<file path="src/rtl/rcd_pkg.sv">
package rcd_pkg;
  localparam int NCS  = 4;
  localparam int OE_W = 4;

  localparam int OE_CA_A = 0;
  localparam int OE_CA_B = 1;
  localparam int OE_CT_A = 2;
  localparam int OE_CT_B = 3;

  typedef enum logic {
    CS_QUAD = 1'b0,
    CS_DUAL = 1'b1
  } cs_mode_e;

  function automatic logic [NCS-1:0] fold_selects(input cs_mode_e mode,
                                                  input logic [NCS-1:0] raw_n);
    if (mode == CS_DUAL) return {2'b11, raw_n[1:0]};
    return raw_n;
  endfunction

  function automatic logic [NCS-1:0] fan_selects(input cs_mode_e mode,
                                                 input logic [NCS-1:0] raw_n);
    if (mode == CS_DUAL) return {raw_n[1:0], raw_n[1:0]};
    return raw_n;
  endfunction
endpackage

</file>
<file path="src/rtl/rcd_cs_qual.sv">
module rcd_cs_qual
  import rcd_pkg::*;
(
  input  logic           mode_dual,
  input  logic [NCS-1:0] cs_n,
  output logic           sel_one,
  output logic [NCS-1:0] cs_fan_n
);
  cs_mode_e       mode;
  logic [NCS-1:0] seen_n;
  logic [$clog2(NCS+1)-1:0] low_cnt;

  always_comb begin
    mode   = mode_dual ? CS_DUAL : CS_QUAD;
    seen_n = fold_selects(mode, cs_n);
    low_cnt = '0;
    for (int i = 0; i < NCS; i++) begin
      if (!seen_n[i]) low_cnt = low_cnt + 1'b1;
    end
    sel_one  = (low_cnt == 1);
    cs_fan_n = fan_selects(mode, cs_n);
  end
endmodule

</file>
<file path="src/rtl/rcd_capture.sv">
module rcd_capture
  import rcd_pkg::*;
#(
  parameter int CA_W   = 22,
  parameter int CTRL_W = 2
) (
  input  logic              clk,
  input  logic              rst_n,
  input  logic              sel_one,
  input  logic [NCS-1:0]    cs_fan_n,
  input  logic [CA_W-1:0]   ca_d,
  input  logic [CTRL_W-1:0] cke_d,
  input  logic [CTRL_W-1:0] odt_d,
  output logic [CA_W-1:0]   ca_q,
  output logic [NCS-1:0]    cs_q_n,
  output logic [CTRL_W-1:0] cke_q,
  output logic [CTRL_W-1:0] odt_q
);
  always_ff @(posedge clk) begin
    if (!rst_n) begin
      ca_q   <= '0;
      cs_q_n <= '1;
    end else if (sel_one) begin
      ca_q   <= ca_d;
      cs_q_n <= cs_fan_n;
    end else begin
      cs_q_n <= '1;
    end
  end

  always_ff @(posedge clk) begin
    if (!rst_n) begin
      cke_q <= '0;
      odt_q <= '0;
    end else begin
      cke_q <= cke_d;
      odt_q <= odt_d;
    end
  end
endmodule

</file>
<file path="src/rtl/rcd_parity_err.sv">
module rcd_parity_err #(
  parameter int CA_W    = 22,
  parameter int ERR_CYC = 2
) (
  input  logic            clk,
  input  logic            rst_n,
  input  logic            sel_one,
  input  logic [CA_W-1:0] ca_d,
  input  logic            par_d,
  output logic            err_n
);
  localparam int CW = $clog2(ERR_CYC + 1);
  localparam logic [CW-1:0] LOAD = CW'(ERR_CYC);

  logic          bad_q;
  logic [CW-1:0] hold_cnt;

  always_ff @(posedge clk) begin
    if (!rst_n) begin
      bad_q    <= 1'b0;
      hold_cnt <= '0;
    end else begin
      bad_q <= sel_one & (^{ca_d, par_d});
      if (bad_q)              hold_cnt <= LOAD;
      else if (hold_cnt != 0) hold_cnt <= hold_cnt - 1'b1;
    end
  end

  assign err_n = (hold_cnt == 0);
endmodule

</file>
<file path="src/rtl/rcd_oe_ctrl.sv">
module rcd_oe_ctrl
  import rcd_pkg::*;
#(
  parameter int CA_W   = 22,
  parameter int CTRL_W = 2
) (
  input  logic              clk,
  input  logic              rst_n,
  input  logic              cfg_we,
  input  logic [OE_W-1:0]   cfg_wdata,
  input  logic [CA_W-1:0]   ca_q,
  input  logic [CTRL_W-1:0] cke_q,
  input  logic [CTRL_W-1:0] odt_q,
  output logic [CA_W-1:0]   ca_a,
  output logic [CA_W-1:0]   ca_b,
  output logic [CTRL_W-1:0] cke_a,
  output logic [CTRL_W-1:0] cke_b,
  output logic [CTRL_W-1:0] odt_a,
  output logic [CTRL_W-1:0] odt_b,
  output logic [OE_W-1:0]   oe_bits
);
  localparam int NSIDE = 2;

  logic [OE_W-1:0]   oe_q;
  logic [CA_W-1:0]   ca_side  [NSIDE];
  logic [CTRL_W-1:0] cke_side [NSIDE];
  logic [CTRL_W-1:0] odt_side [NSIDE];

  always_ff @(posedge clk) begin
    if (!rst_n)      oe_q <= '1;
    else if (cfg_we) oe_q <= cfg_wdata;
  end

  for (genvar s = 0; s < NSIDE; s++) begin : g_side
    localparam int CA_BIT = (s == 0) ? OE_CA_A : OE_CA_B;
    localparam int CT_BIT = (s == 0) ? OE_CT_A : OE_CT_B;
    assign ca_side[s]  = oe_q[CA_BIT] ? ca_q  : '0;
    assign cke_side[s] = oe_q[CT_BIT] ? cke_q : '0;
    assign odt_side[s] = oe_q[CT_BIT] ? odt_q : '0;
  end

  assign ca_a    = ca_side[0];
  assign ca_b    = ca_side[1];
  assign cke_a   = cke_side[0];
  assign cke_b   = cke_side[1];
  assign odt_a   = odt_side[0];
  assign odt_b   = odt_side[1];
  assign oe_bits = oe_q;
endmodule

</file>
<file path="src/rtl/rcd_ca_register.sv">
module rcd_ca_register
  import rcd_pkg::*;
#(
  parameter int CA_W    = 22,
  parameter int CTRL_W  = 2,
  parameter int ERR_CYC = 2
) (
  input  logic              clk,
  input  logic              rst_n,
  input  logic              quad_sel_n,
  input  logic [3:0]        cs_n_i,
  input  logic [CA_W-1:0]   ca_i,
  input  logic [CTRL_W-1:0] cke_i,
  input  logic [CTRL_W-1:0] odt_i,
  input  logic              par_i,
  input  logic              cfg_we,
  input  logic [3:0]        cfg_wdata,
  output logic [CA_W-1:0]   qa_ca_o,
  output logic [CA_W-1:0]   qb_ca_o,
  output logic [3:0]        qcs_n_o,
  output logic [CTRL_W-1:0] qa_cke_o,
  output logic [CTRL_W-1:0] qb_cke_o,
  output logic [CTRL_W-1:0] qa_odt_o,
  output logic [CTRL_W-1:0] qb_odt_o,
  output logic              err_n_o
);
  logic              sel_one;
  logic [NCS-1:0]    cs_fan_n;
  logic [CA_W-1:0]   ca_q;
  logic [CTRL_W-1:0] cke_q;
  logic [CTRL_W-1:0] odt_q;
  logic [OE_W-1:0]   oe_bits;

  rcd_cs_qual u_qual (
    .mode_dual (quad_sel_n),
    .cs_n      (cs_n_i),
    .sel_one   (sel_one),
    .cs_fan_n  (cs_fan_n)
  );

  rcd_capture #(.CA_W(CA_W), .CTRL_W(CTRL_W)) u_cap (
    .clk      (clk),
    .rst_n    (rst_n),
    .sel_one  (sel_one),
    .cs_fan_n (cs_fan_n),
    .ca_d     (ca_i),
    .cke_d    (cke_i),
    .odt_d    (odt_i),
    .ca_q     (ca_q),
    .cs_q_n   (qcs_n_o),
    .cke_q    (cke_q),
    .odt_q    (odt_q)
  );

  rcd_parity_err #(.CA_W(CA_W), .ERR_CYC(ERR_CYC)) u_par (
    .clk     (clk),
    .rst_n   (rst_n),
    .sel_one (sel_one),
    .ca_d    (ca_i),
    .par_d   (par_i),
    .err_n   (err_n_o)
  );

  rcd_oe_ctrl #(.CA_W(CA_W), .CTRL_W(CTRL_W)) u_oe (
    .clk       (clk),
    .rst_n     (rst_n),
    .cfg_we    (cfg_we),
    .cfg_wdata (cfg_wdata),
    .ca_q      (ca_q),
    .cke_q     (cke_q),
    .odt_q     (odt_q),
    .ca_a      (qa_ca_o),
    .ca_b      (qb_ca_o),
    .cke_a     (qa_cke_o),
    .cke_b     (qb_cke_o),
    .odt_a     (qa_odt_o),
    .odt_b     (qb_odt_o),
    .oe_bits   (oe_bits)
  );
endmodule

</file>
<file path="config.mk">
export PLATFORM = sky130hd
export DESIGN_NAME = rcd_ca_register
export DESIGN_NICKNAME = d
export VERILOG_FILES = /design/src/rtl/rcd_pkg.sv /design/src/rtl/rcd_cs_qual.sv /design/src/rtl/rcd_capture.sv /design/src/rtl/rcd_parity_err.sv /design/src/rtl/rcd_oe_ctrl.sv /design/src/rtl/rcd_ca_register.sv
export SDC_FILE = /design/constraint.sdc
export NUM_CORES = 1
export LEC_CHECK = 0
export ABC_AREA = 1
export BUFFER_PORTS_ARGS = -buffer_cell sky130_fd_sc_hd__buf_2
export CORE_MARGIN = 5
export CORE_UTILIZATION = 54
export CTS_CLUSTER_DIAMETER = 200
export CTS_CLUSTER_SIZE = 12
export DETAILED_ROUTE_END_ITERATION = 8
export GPL_TIMING_DRIVEN = 0
export PLACE_DENSITY = 0.86
export SLEW_MARGIN = 25
export SYNTH_ARGS = -nofsm -noshare
export SYNTH_HDL_FRONTEND = slang
export SYNTH_HIERARCHICAL = 1
export SYNTH_SLANG_ARGS = --single-unit
export TNS_END_PERCENT = 100
</file>
<file path="constraint.sdc">
create_clock -name clk -period 2.8 [get_ports clk]
set_input_delay 0 -clock clk [delete_from_list [all_inputs] [get_ports clk]]
set_output_delay 0 -clock clk [all_outputs]
set_load 0.005 [all_outputs]
</file>
==> results of run 1 <==
tightest hold or removal path, cell delays in order:
cell and delay, ns:
buf_2 0.10, buf_4 0.09, or2_1 0.08
cell usage in the layout, fill, tap and decap left out, drive strengths merged:
| master | instances |
|---|---|
| a21oi | 5 |
| buf | 109 |
| bufinv | 1 |
| clkbuf | 6 |
| clkinvlp | 1 |
| dfxtp | 37 |
| dlygate4sd3 | 16 |
| ha | 3 |
| inv | 107 |
| nand2 | 206 |
| nand3 | 10 |
| nor2 | 54 |
| nor4 | 1 |
| o21ai | 1 |
| o21bai | 1 |
| or2 | 4 |
| xnor2 | 3 |
| xor2 | 4 |
final cells by class:
cell class	instances	share of cell area, %
Sequential cell	37	21.14
Clock inverter	2	1.071
Buffer	14	4.427
Timing Repair Buffer	111	18.14
Tap cell	67	2.392
Clock buffer	6	2.356
Inverter	107	11.46
Multi-Input combinational cell	292	39.02
through the flow:
stage / cell area, um^2 / instances / setup slack [ns]
floorplan: 2665 / 450 / 1.079
global placement: 3224 / 612 / 0.8533
detailed placement: 3224 / 612 / 0.7727
CTS: 3505 / 636 / 1.088
global route: 3505 / 636 / 0.9525
finish: 3505 / 636 / 0.9852
flip-flops by register name (all words and copies together), names as in the netlist:
name,count
u_cap/cs_q_n,4
u_par/bad_q,1
u_cap/odt_q,2
u_par/hold_cnt,2
u_oe/oe_bits,4
u_cap/ca_q,22
u_cap/cke_q,2
what timing repair did:
item	CTS	global route
hold endpoints to repair	8	0
buffers inserted	0	0
gates resized for setup	0	0
hold buffers	16	0
metal layers:
| layer | routed length [um] | track usage, % | vias up |
|---|---|---|---|
| met5 | 0 | 0 | - |
| met3 | 413 | 5.493 | 26 |
| met4 | 249 | 12.33 | 0 |
| met1 | 2707 | 23.23 | 1241 |
| met2 | 3524 | 39.98 | 91 |
| li1 | - | - | 1489 |
synth_stat cells, types with 2 or more instances:
cell type	instances	area share [%]
inv_2	4	0.56
nand2_1	166	23
xor2_1	4	1.3
xnor2_1	3	0.99
or2_1	4	0.94
nand3_1	8	1.5
buf_4	4	1.1
nand3_2	2	0.75
inv_1	103	15
ha_1	3	1.4
a21oi_1	4	0.75
nor2_2	24	5.6
nand2_2	40	9.4
buf_6	8	3.4
dfxtp_1	37	28
nor2_1	30	4.2
power groups by stage:
stage,registers [mW],logic (mW),clock network [mW]
floorplan,0.622,0.358,0
global placement,0.630,0.509,0
detailed placement,0.632,0.528,0
CTS,0.620,0.549,0.492
global route,0.630,0.619,0.523
finish,0.622,0.551,0.496
logic make-up (layout without fill, tap and decap cells):
kind of cell | Yosys count | after routing | share of synthesized area (%)
simple gates | 275 | 275 | 46.06
buf+inv | 121 | 240 | 20.89
flops | 37 | 37 | 27.79
compound gates | 7 | 7 | 1.549
xor+xnor | 7 | 7 | 2.301
fa+ha+maj | 3 | 3 | 1.409
how the worst max path moves through the flow:
| stage | slack [ns] | cells past startpoint | end |
|---|---|---|---|
| 3_5_place_dp | 0.77 | 14 | u_cap/ca_q[6] |
| 3_3_place_gp | 0.85 | 14 | u_cap/ca_q[6] |
| 6_report | 0.99 | 6 | u_oe/oe_bits[3] |
| 5_1_grt | 0.95 | 6 | u_oe/oe_bits[3] |
| 2_1_floorplan | 1.08 | 13 | u_cap/ca_q[1] |
| 4_1_cts | 1.09 | 14 | u_cap/ca_q[6] |
==> results.py, run 1 <==
metrics = {
    "min_path": {
        "worstHoldEndpoint": "u_cap/cs_q_n[1]",
        "hold_path_depth": 3,
        "hp-start": "cs_n_i[1]",
        "hp-class": "in2reg",
    },
    "worst_setup_path": {
        "worstPathRequired_ns": 2.99,
        "r2r_setup_slack_ns": 1.47,
        "worst_path_most_repeated_cell": "dlygate4sd3_1",
        "crit_family": "buffers and inverters",
        "cp_cell_sequence": "dlygate4sd3_1 -> buf_2 -> nand2_1 -> dlygate4sd3_1 -> nand3_1 -> dlygate4sd3_1",
        "crit_buf_inv": 4,
        "cp_slowest_stage_delay_ns": 0.60,
        "r2r_end": "u_oe/oe_bits[0]",
        "critPathLaunch": "cfg_wdata[3]",
        "path_class": "in2reg",
        "reg2reg_from": "u_oe/oe_bits[0]",
        "start_kind": "input pin",
        "crit_fanout": 1,
        "cp_slowest_cell": "dlygate4sd3_1",
        "r2r_cells": 3,
        "arrival_ns": 2.00,
        "cp-end-kind": "flop",
    },
    "floorplan": {
        "pin_count": 96,
        "fp.dieW_um": 80.25,
        "die_y_um": 80.25,
        "dieArea_um2": 6440,
        "core.rowCount": 25,
        "core_area_um2": 4755,
        "start_util_pct": 56.05,
    },
    "finish": {
        "syn_to_final_growth_pct": 31.50,
        "post-route-util_pct": 73.71,
        "fillers": 383,
        "multi_input_area_um2": 1368,
        "fin_nets": 610,
        "drive_gt1_share_pct": 33.04,
        "n_antenna_cell": 0,
        "seq_area_um2": 740.7,
    },
    "pwr": {
        "internal_power_mw": 1.118,
        "swShare_pct": 32.95,
        "netSwitchingPower_mw": 0.5496,
        "p_comb_share_pct": 33.0,
        "p_per_area_nw_per_um2": 476.0,
        "totalPowerFinal_mw": 1.668,
        "clkPwrFrac_pct": 29.7,
        "seq_power_share_pct": 37.3,
        "p_leak_nw": 2.359,
        "vdd_drop_max_mv": 0.2680,
    },
    "yosys": {
        "yosysSeqAreaShare_pct": 27.79,
        "synth_cell_type_count": 22,
        "synth_ff_type": "dfxtp_1",
        "syn_nets": 492,
        "syn_area_um2": 2665,
        "ys.warnings.count": 6,
        "synthArstFlopShare_pct": 0,
        "syn_avg_cell_area_um2": 5.922,
        "ys_ff_latch": 37,
        "synth_edf_count": 0,
        "netlist_instances": 450,
    },
    "sta": {
        "rsz0062_at_grt": "false",
        "tns_ns": 0,
        "fmax_mhz": 551.0,
        "finalSetupViolations": 0,
        "worst_hold_slack_ns": -0.0008792,
        "max-slew-margin-rel_pct": 83.42,
        "fin_crit_sh_pct": 64.81,
        "final-max-slew-violation-count": 0,
        "timing_hold_violations_final": 1,
        "worst_pin_slew_ns": 0.2484,
        "finalCriticalPeriod_ns": 1.815,
        "finClkSkew_ns": 0.008238,
    },
    "clock_tree": {
        "ctsLongestPathBuffers": 2,
        "cts.sinks": 37,
        "clk_pin_slew_ns": 0.08,
        "cts_tree": "built",
        "cts_root_buffer": "clkbuf_8",
        "htreeDepth": 2,
        "clk-insertion-delay-late_ns": 0.30,
        "numCtsBuffers": 5,
    },
    "detailed_routing": {
        "first_pass_iters": 4,
        "finalWirelength_um": 6894,
        "drc_errors": 0,
        "drtIter0Drc": 110,
        "ant_nets": 0,
        "vias_per_cell": 4.476,
        "wire_per_inst_um": 10.84,
        "vias": 2847,
    },
    "grt": {
        "grt-ovfl-total": 0,
        "grt_pass1_vias": 2727,
        "grt_pass1_wl_um": 11270,
        "antenna_found_initial": 0,
        "grt_max_degree": 13,
        "grtUsageTotal_pct": 22.15,
    },
    "run": {
        "maxCapViolCount": 0,
    },
    "placed_design": {
        "globalplace.congestion": 0.7551,
        "portBuffers": 95,
        "dp_hpwl_um": 5078,
    },
    "run_status": {
        "violations": "negative hold slack",
        "status": "complete, but fails checks",
    },
}
Note: power is estimated with default switching activity, not from simulation.
==> inputs of run 2 (changes only) <==
- ABC_AREA: 1 -> 0
- CORE_UTILIZATION: 54 -> 47
- PLACE_DENSITY: 0.86 -> 0.8
- clock period: 2.8 -> 1.8 ns (I/O delays scaled with it)
==> run 2 against run 1 <==
- the flow finishes with violations (negative setup slack)
- area after synthesis shrank 22%
- first-iteration DRC count shrank 57%
- hold slack gained 0.013 ns
- critical path depth grew 7
- design area shrank 12%
- sequential power grew 49%
- sequential share of layout area grew 2.8 points
- combinational power grew 34%
- power grew 44%
- clock power grew 50%
==> results.py, run 2 <==
metrics = {
    "clock_tree": {
        "clk-insertion-delay-late_ns": 0.28,
        "cts_tree": "built",
        "clk_pin_slew_ns": 0.07,
        "ctsLongestPathBuffers": 2,
        "cts_root_buffer": "clkbuf_8",
        "numCtsBuffers": 5,
        "htreeDepth": 2,
        "cts.sinks": 37,
    },
    "detailed_routing": {
        "vias_per_cell": 4.638,
        "first_pass_iters": 4,
        "vias": 1809,
        "drt-met1-wl_um": 2136,
        "wl_met3_um": 353,
        "drc_errors": 0,
        "wire_per_inst_um": 13.32,
        "ant_nets": 0,
        "drtIter0Drc": 47,
        "route.met2.wl_um": 2675,
        "finalWirelength_um": 5194,
        "top_layer": "met4",
    },
    "yosys": {
        "syn_area_um2": 2079,
        "synth_top_area_share_pct": 35.62,
        "yosys.area_share.simple_pct": 29.96,
        "synthXorXnorAreaFrac_pct": 9.928,
        "yosys-top-cells-count": "and2_1, dfxtp_1, mux2i_1, nor2b_1, xnor2_1",
        "syn_avg_cell_area_um2": 9.855,
        "ys_ff_latch": 37,
        "synth_ff_type": "dfxtp_1",
        "synth.most_common_cell": "and2_1",
        "synth_top_family_by_area": "simple AND/OR/NAND/NOR gates",
        "synth_cell_type_count": 31,
        "synth_edf_count": 0,
        "synthAdderAreaFrac_pct": 1.805,
        "yosysTopAreaCell": "dfxtp_1",
        "ys.warnings.count": 6,
        "netlist_instances": 211,
        "synth-compound-area-share_pct": 1.805,
        "yosys-top-cells-area": "dfxtp_1, and2_1, mux2i_1",
        "yosysSeqAreaShare_pct": 35.62,
        "muxShareOfSynthArea_pct": 13.60,
        "syn_nets": 253,
        "synthArstFlopShare_pct": 0,
    },
    "worst_setup_path": {
        "cp_cell_sequence": "buf_12 -> inv_12 -> ha_4 -> or3_4 -> nand2_4 -> ha_4 -> nor3_2 -> and3_1 -> o32a_1 -> buf_6 -> buf_12 -> nand2_4 -> or2_1",
        "arrival_ns": 2.02,
        "path_class": "in2reg",
        "crit_buf_inv": 4,
        "start_kind": "input pin",
        "crit_fanout": 6,
        "cp-end-kind": "flop",
        "cp_slowest_stage_delay_ns": 0.35,
        "worstPathRequired_ns": 1.97,
        "cp_slowest_cell": "or3_4",
        "crit_family": "simple AND/OR/NAND/NOR gates",
    },
    "placed_design": {
        "dpl.cell_count": 356,
        "dp_hpwl_um": 3717,
        "portBuffers": 93,
        "globalplace.congestion": 0.7639,
        "placed_area_um2": 2635,
    },
    "grt": {
        "grt-ovfl-total": 0,
        "grtUsageTotal_pct": 17.51,
        "antenna_found_initial": 0,
        "grt_pass1_wl_um": 8507,
        "grt_pass1_vias": 1797,
        "grt_max_degree": 17,
    },
    "floorplan": {
        "core.rowCount": 24,
        "pin_count": 96,
        "start_util_pct": 48.09,
        "die_y_um": 76.52,
        "dieArea_um2": 5855,
        "fp.dieW_um": 76.52,
        "core_area_um2": 4324,
    },
    "sta": {
        "timing_hold_violations_final": 0,
        "fmax_mhz": 541.3,
        "finalSetupViolations": 19,
        "tns_ns": -0.3913,
        "max-slew-margin-rel_pct": 74.75,
        "rsz0062_at_grt": "true",
        "fin_crit_sh_pct": 102.6,
        "worst_hold_slack_ns": 0.01166,
        "finClkSkew_ns": 0.00004313,
        "worst_slack_ns": -0.04746,
        "worst_pin_slew_ns": 0.3755,
        "final-max-slew-violation-count": 0,
        "finalCriticalPeriod_ns": 1.847,
    },
    "pwr": {
        "p_comb_share_pct": 30.7,
        "swShare_pct": 25.89,
        "seq_power_share_pct": 38.5,
        "clkPwrFrac_pct": 30.8,
        "vdd_drop_max_mv": 0.4982,
        "p_leak_nw": 1.482,
        "internal_power_mw": 1.784,
        "netSwitchingPower_mw": 0.6233,
        "p_per_area_nw_per_um2": 777.8,
    },
    "finish": {
        "drive_gt1_share_pct": 39.64,
        "seq_area_um2": 740.7,
        "multi_input_area_um2": 1234,
        "fin_nets": 379,
        "fillers": 356,
        "finish.instance_area_um2": 3095,
        "fin_cells": 390,
        "mostFrequentLayoutCells": "buf_2, and2_1, dfxtp_1, mux2i_1, nor2b_1",
        "n_antenna_cell": 0,
        "regMostFlops": "u_cap/ca_q",
        "final_common_cell": "buf_2",
        "syn_to_final_growth_pct": 48.86,
        "largest_register_ffs": 22,
    },
    "run_status": {
        "violations": "negative setup slack",
        "status": "complete, but fails checks",
    },
    "min_path": {
        "hp-class": "in2reg",
    },
    "run": {
        "maxCapViolCount": 0,
    },
}
[run 2: kinds of logic after synthesis]
family	after synthesis
DFF	37
and+or+nand+nor	100
xor gates and xnor gates	22
buffers and inverters	15
AOI/OAI and AO/OA	6
adders and majority gates	3
muxes	28
[run 2: worst paths after layout]
path              startpoint  cells past startpoint                 to  slack, ns
min                  ca_i[4]                      3      u_cap/ca_q[4]       0.01
max                cs_n_i[0]                     13    u_cap/cs_q_n[1]      -0.05
max reg2reg  u_oe/oe_bits[0]                      3    u_oe/oe_bits[0]       0.55
min reg2reg      u_par/bad_q                      1  u_par/hold_cnt[0]       0.44
[run 2: through the flow]
| stage | power (mW) | setup slack (ns) | utilization [%] |
|---|---|---|---|
| final | 2.408 | -0.04746 | 71.59 |
| after global routing | 2.540 | -0.1400 | 71.59 |
| after CTS | 2.398 | -0.03888 | 69.99 |
| after detailed placement | 1.580 | -0.5221 | 60.94 |
| after global placement | 1.564 | -0.4789 | 60.94 |
| after floorplan | 1.359 | -0.1270 | - |
[run 2: metal layers]
| layer | vias up | GRT usage, % |
|---|---|---|
| li1 | 927 | - |
| met1 | 826 | 19.18 |
| met2 | 54 | 31.34 |
| met3 | 2 | 6.501 |
| met4 | 0 | 4.895 |
| met5 | - | 0 |
[run 2: layout make-up]
class / instances / share of cell area [%]
multi-input combinational: 159 / 39.85
timing repair buffer: 119 / 24.94
sequential: 37 / 23.93
buffer: 13 / 4.648
clock buffer: 6 / 2.668
tap: 52 / 2.102
clock inverter: 2 / 1.213
inverter: 2 / 0.6467
[run 2: power by group through the flow]
| stage | Clock (mW) | Combinational, mW | Sequential [mW] |
|---|---|---|---|
| after global placement | 0 | 0.623 | 0.941 |
| after global routing | 0.799 | 0.805 | 0.936 |
| after floorplan | 0 | 0.427 | 0.932 |
| final | 0.742 | 0.740 | 0.926 |
| after detailed placement | 0 | 0.636 | 0.945 |
| after CTS | 0.761 | 0.711 | 0.926 |
[run 2: tightest hold or removal path, stage by stage]
cell and delay (ns):
buf_2 0.09, mux2i_1 0.06, nor2b_1 0.10
[run 2: repair_timing]
action,CTS,global route
setup buffers,3,0
setup endpoints to repair,25,25
hold buffers,20,1
hold endpoints to repair,16,1
gates cloned,1,1
resized for setup,7,7
pin swaps,3,2
==> inputs of run 3 (changes only) <==
- CORE_UTILIZATION: 47 -> 46
- SYNTH_HIERARCHICAL: 1 -> default
==> run 3 against run 2 <==
- core utilization increased by 3.8 points
- synthesized cell count decreased by 0.47%
- the run now ends clean
- critical endpoint is now u_cap.ca_q[0]
- combinational power decreased by 5.4%
- highest routed layer unchanged
- via count increased by 5.3%
- largest cell class unchanged
==> results.py, run 3 <==
metrics = {
    "pwr": {
        "p_comb_share_pct": 29.9,
        "seq_power_share_pct": 39.6,
        "p_per_area_nw_per_um2": 760.0,
        "vdd_drop_max_mv": 0.5953,
        "clkPwrFrac_pct": 30.5,
        "p_leak_nw": 1.550,
        "totalPowerFinal_mw": 2.342,
        "swShare_pct": 27.00,
        "internal_power_mw": 1.710,
        "netSwitchingPower_mw": 0.6322,
    },
    "worst_setup_path": {
        "r2r_setup_slack_ns": 0.09,
        "start_kind": "input pin",
        "crit_fanout": 10,
        "worst_path_most_repeated_cell": "ha_4",
        "cp_slowest_stage_delay_ns": 0.35,
        "arrival_ns": 1.94,
        "path_class": "in2reg",
        "cp-end-kind": "flop",
        "cp_cell_sequence": "buf_12 -> inv_12 -> ha_4 -> or3_4 -> nand2_4 -> ha_4 -> nor3_1 -> and3_4 -> o32ai_4 -> buf_8 -> mux2i_1 -> nor2_1",
        "cp_slowest_cell": "or3_4",
        "worstPathRequired_ns": 1.99,
    },
    "floorplan": {
        "pin_count": 96,
        "start_util_pct": 48.19,
        "dieArea_um2": 5690,
        "core.rowCount": 23,
        "die_y_um": 75.43,
        "core_area_um2": 4086,
        "fp.dieW_um": 75.43,
    },
    "sta": {
        "rsz0062_at_grt": "true",
        "timing_hold_violations_final": 0,
        "tns_ns": 0,
        "finalSetupViolations": 0,
        "finalCriticalPeriod_ns": 1.756,
        "fin_crit_sh_pct": 97.53,
        "worst_pin_slew_ns": 0.4859,
        "fmax_mhz": 569.6,
        "finClkSkew_ns": 0.0001643,
        "final-max-slew-violation-count": 0,
        "max-slew-margin-rel_pct": 67.60,
        "worst_hold_slack_ns": 0.005341,
    },
    "clock_tree": {
        "cts.sinks": 37,
        "clk_pin_slew_ns": 0.08,
        "cts_root_buffer": "clkbuf_8",
        "numCtsBuffers": 5,
        "clk-insertion-delay-late_ns": 0.28,
        "cts_tree": "built",
        "ctsLongestPathBuffers": 2,
        "htreeDepth": 2,
    },
    "yosys": {
        "syn_area_um2": 1969,
        "syn_nets": 252,
        "synth.most_common_cell": "and2_1",
        "netlist_instances": 210,
        "ys_ff_latch": 37,
        "syn_avg_cell_area_um2": 9.378,
        "synthArstFlopShare_pct": 0,
        "synth_cell_type_count": 28,
        "yosys-top-cells-count": "and2_1, dfxtp_1, mux2i_1, nor2_1, xnor2_1",
        "synth_edf_count": 0,
        "synth_ff_type": "dfxtp_1",
        "synth_top_area_share_pct": 37.61,
        "yosysTopAreaCell": "dfxtp_1",
        "ys.warnings.count": 0,
        "yosys-top-cells-area": "dfxtp_1, and2_1, mux2i_1",
        "yosysSeqAreaShare_pct": 37.61,
    },
    "detailed_routing": {
        "wire_per_inst_um": 13.76,
        "ant_nets": 0,
        "vias_per_cell": 4.763,
        "drc_errors": 0,
        "finalWirelength_um": 5504,
        "vias": 1905,
        "drtIter0Drc": 72,
        "first_pass_iters": 4,
    },
    "run_status": {
        "status": "finished, final reports clean",
    },
    "grt": {
        "grt-ovfl-total": 0,
        "grtUsageTotal_pct": 19.32,
        "antenna_found_initial": 0,
        "grt_max_degree": 14,
        "grt_pass1_vias": 1965,
        "grt_pass1_wl_um": 8431,
    },
    "placed_design": {
        "dp_hpwl_um": 3797,
        "placed_area_um2": 2520,
        "portBuffers": 92,
        "dpl.cell_count": 352,
        "globalplace.congestion": 0.7879,
    },
    "finish": {
        "finish.instance_area_um2": 3082,
        "regMostFlops": "u_cap.ca_q",
        "final_common_cell": "buf_2",
        "fin_nets": 390,
        "syn_to_final_growth_pct": 56.48,
        "largest_register_ffs": 22,
        "mostFrequentLayoutCells": "buf_2, and2_1, dfxtp_1, dlygate4sd3_1, mux2i_1",
        "drive_gt1_share_pct": 34.67,
        "fin_cells": 400,
    },
    "run": {
        "maxCapViolCount": 0,
    },
    "min_path": {
        "hp-class": "in2reg",
    },
}
run 3: cell count changes after synthesis, moves of 4 or more:
cell      previous run  this run
and2_2               4         0
nor2_1               1        26
clkbuf_1             0         6
buf_6                7         2
or2_1                4         0
nor2b_1             23         0
and2_1              52        56
run 3: what timing repair did:
item                                    CTS  global route
setup buffers                             2             1
hold buffers                             35             1
endpoints found under the hold margin    32             1
gates cloned                              0             0
pin swaps                                 1             1
resized for setup                         1            13
endpoints found under the setup margin   26            26
run 3: cell families (layout without fill, tap and decap cells):
kind of cell,after synthesis,after routing,synth area share (%)
AND/OR/NAND/NOR,100,100,28.15
AO/OA/AOI/OAI,7,7,3.050
other,0,1,0
XOR/XNOR,22,22,10.48
buffers and inverters,14,153,5.082
multiplexers,27,27,13.72
flip-flops,37,37,37.61
adder cells (fa/ha/maj),3,3,1.906
run 3: cell type report:
type / count / area [um^2]
repair buffers: 131 / 868.3
clock inverters: 3 / 46.29
well taps: 50 / 62.56
fillers: 306 / 1005
multi-input cells: 159 / 1177
inverters: 3 / 26.28
diodes: 1 / 2.502
clock buffers: 5 / 68.82
flip-flops and latches: 37 / 740.7
plain buffers: 11 / 88.84
run 3: through the flow:
step,setup slack [ns],utilization (%)
after floorplan,-0.1182,-
after global placement,-0.4603,61.67
after detailed placement,-0.5149,61.67
after CTS,0.009899,73.48
after global routing,-0.05077,75.35
final,0.04438,75.41
run 3: path summary, 6_finish.rpt:
path	depth (start not counted)	startpoint	endpoint
max	12	cs_n_i[0]	u_cap.ca_q[0]
min	3	ca_i[12]	u_cap.ca_q[12]
max reg2reg	4	u_oe.oe_bits[0]	u_oe.oe_bits[0]
min reg2reg	1	u_par.bad_q	u_par.hold_cnt[0]
run 3: layer usage:
metal / part of all wire, % / track usage (%) / vias to the layer above
met5: 0 / 0 / -
met4: 1.4 / 8.155 / 0
met3: 7.0 / 3.430 / 9
met2: 52 / 35.47 / 70
met1: 40 / 21.78 / 878
li1: - / - / 948
run 3: power by group through the flow:
stage | logic [mW] | registers [mW] | clock network (mW)
after floorplan | 0.405 | 0.930 | 0
after global placement | 0.590 | 0.940 | 0
after detailed placement | 0.602 | 0.944 | 0
after CTS | 0.673 | 0.926 | 0.734
after global routing | 0.770 | 0.936 | 0.766
final | 0.700 | 0.927 | 0.714
run 3: critical path: cells and delay by family:
kind,cells,cell delay (ns)
adders and majority gates,2,0.35
AOI/OAI and AO/OA,1,0.35
and+or+nand+nor,5,0.69
buffers and inverters,3,0.33
muxes,1,0.21
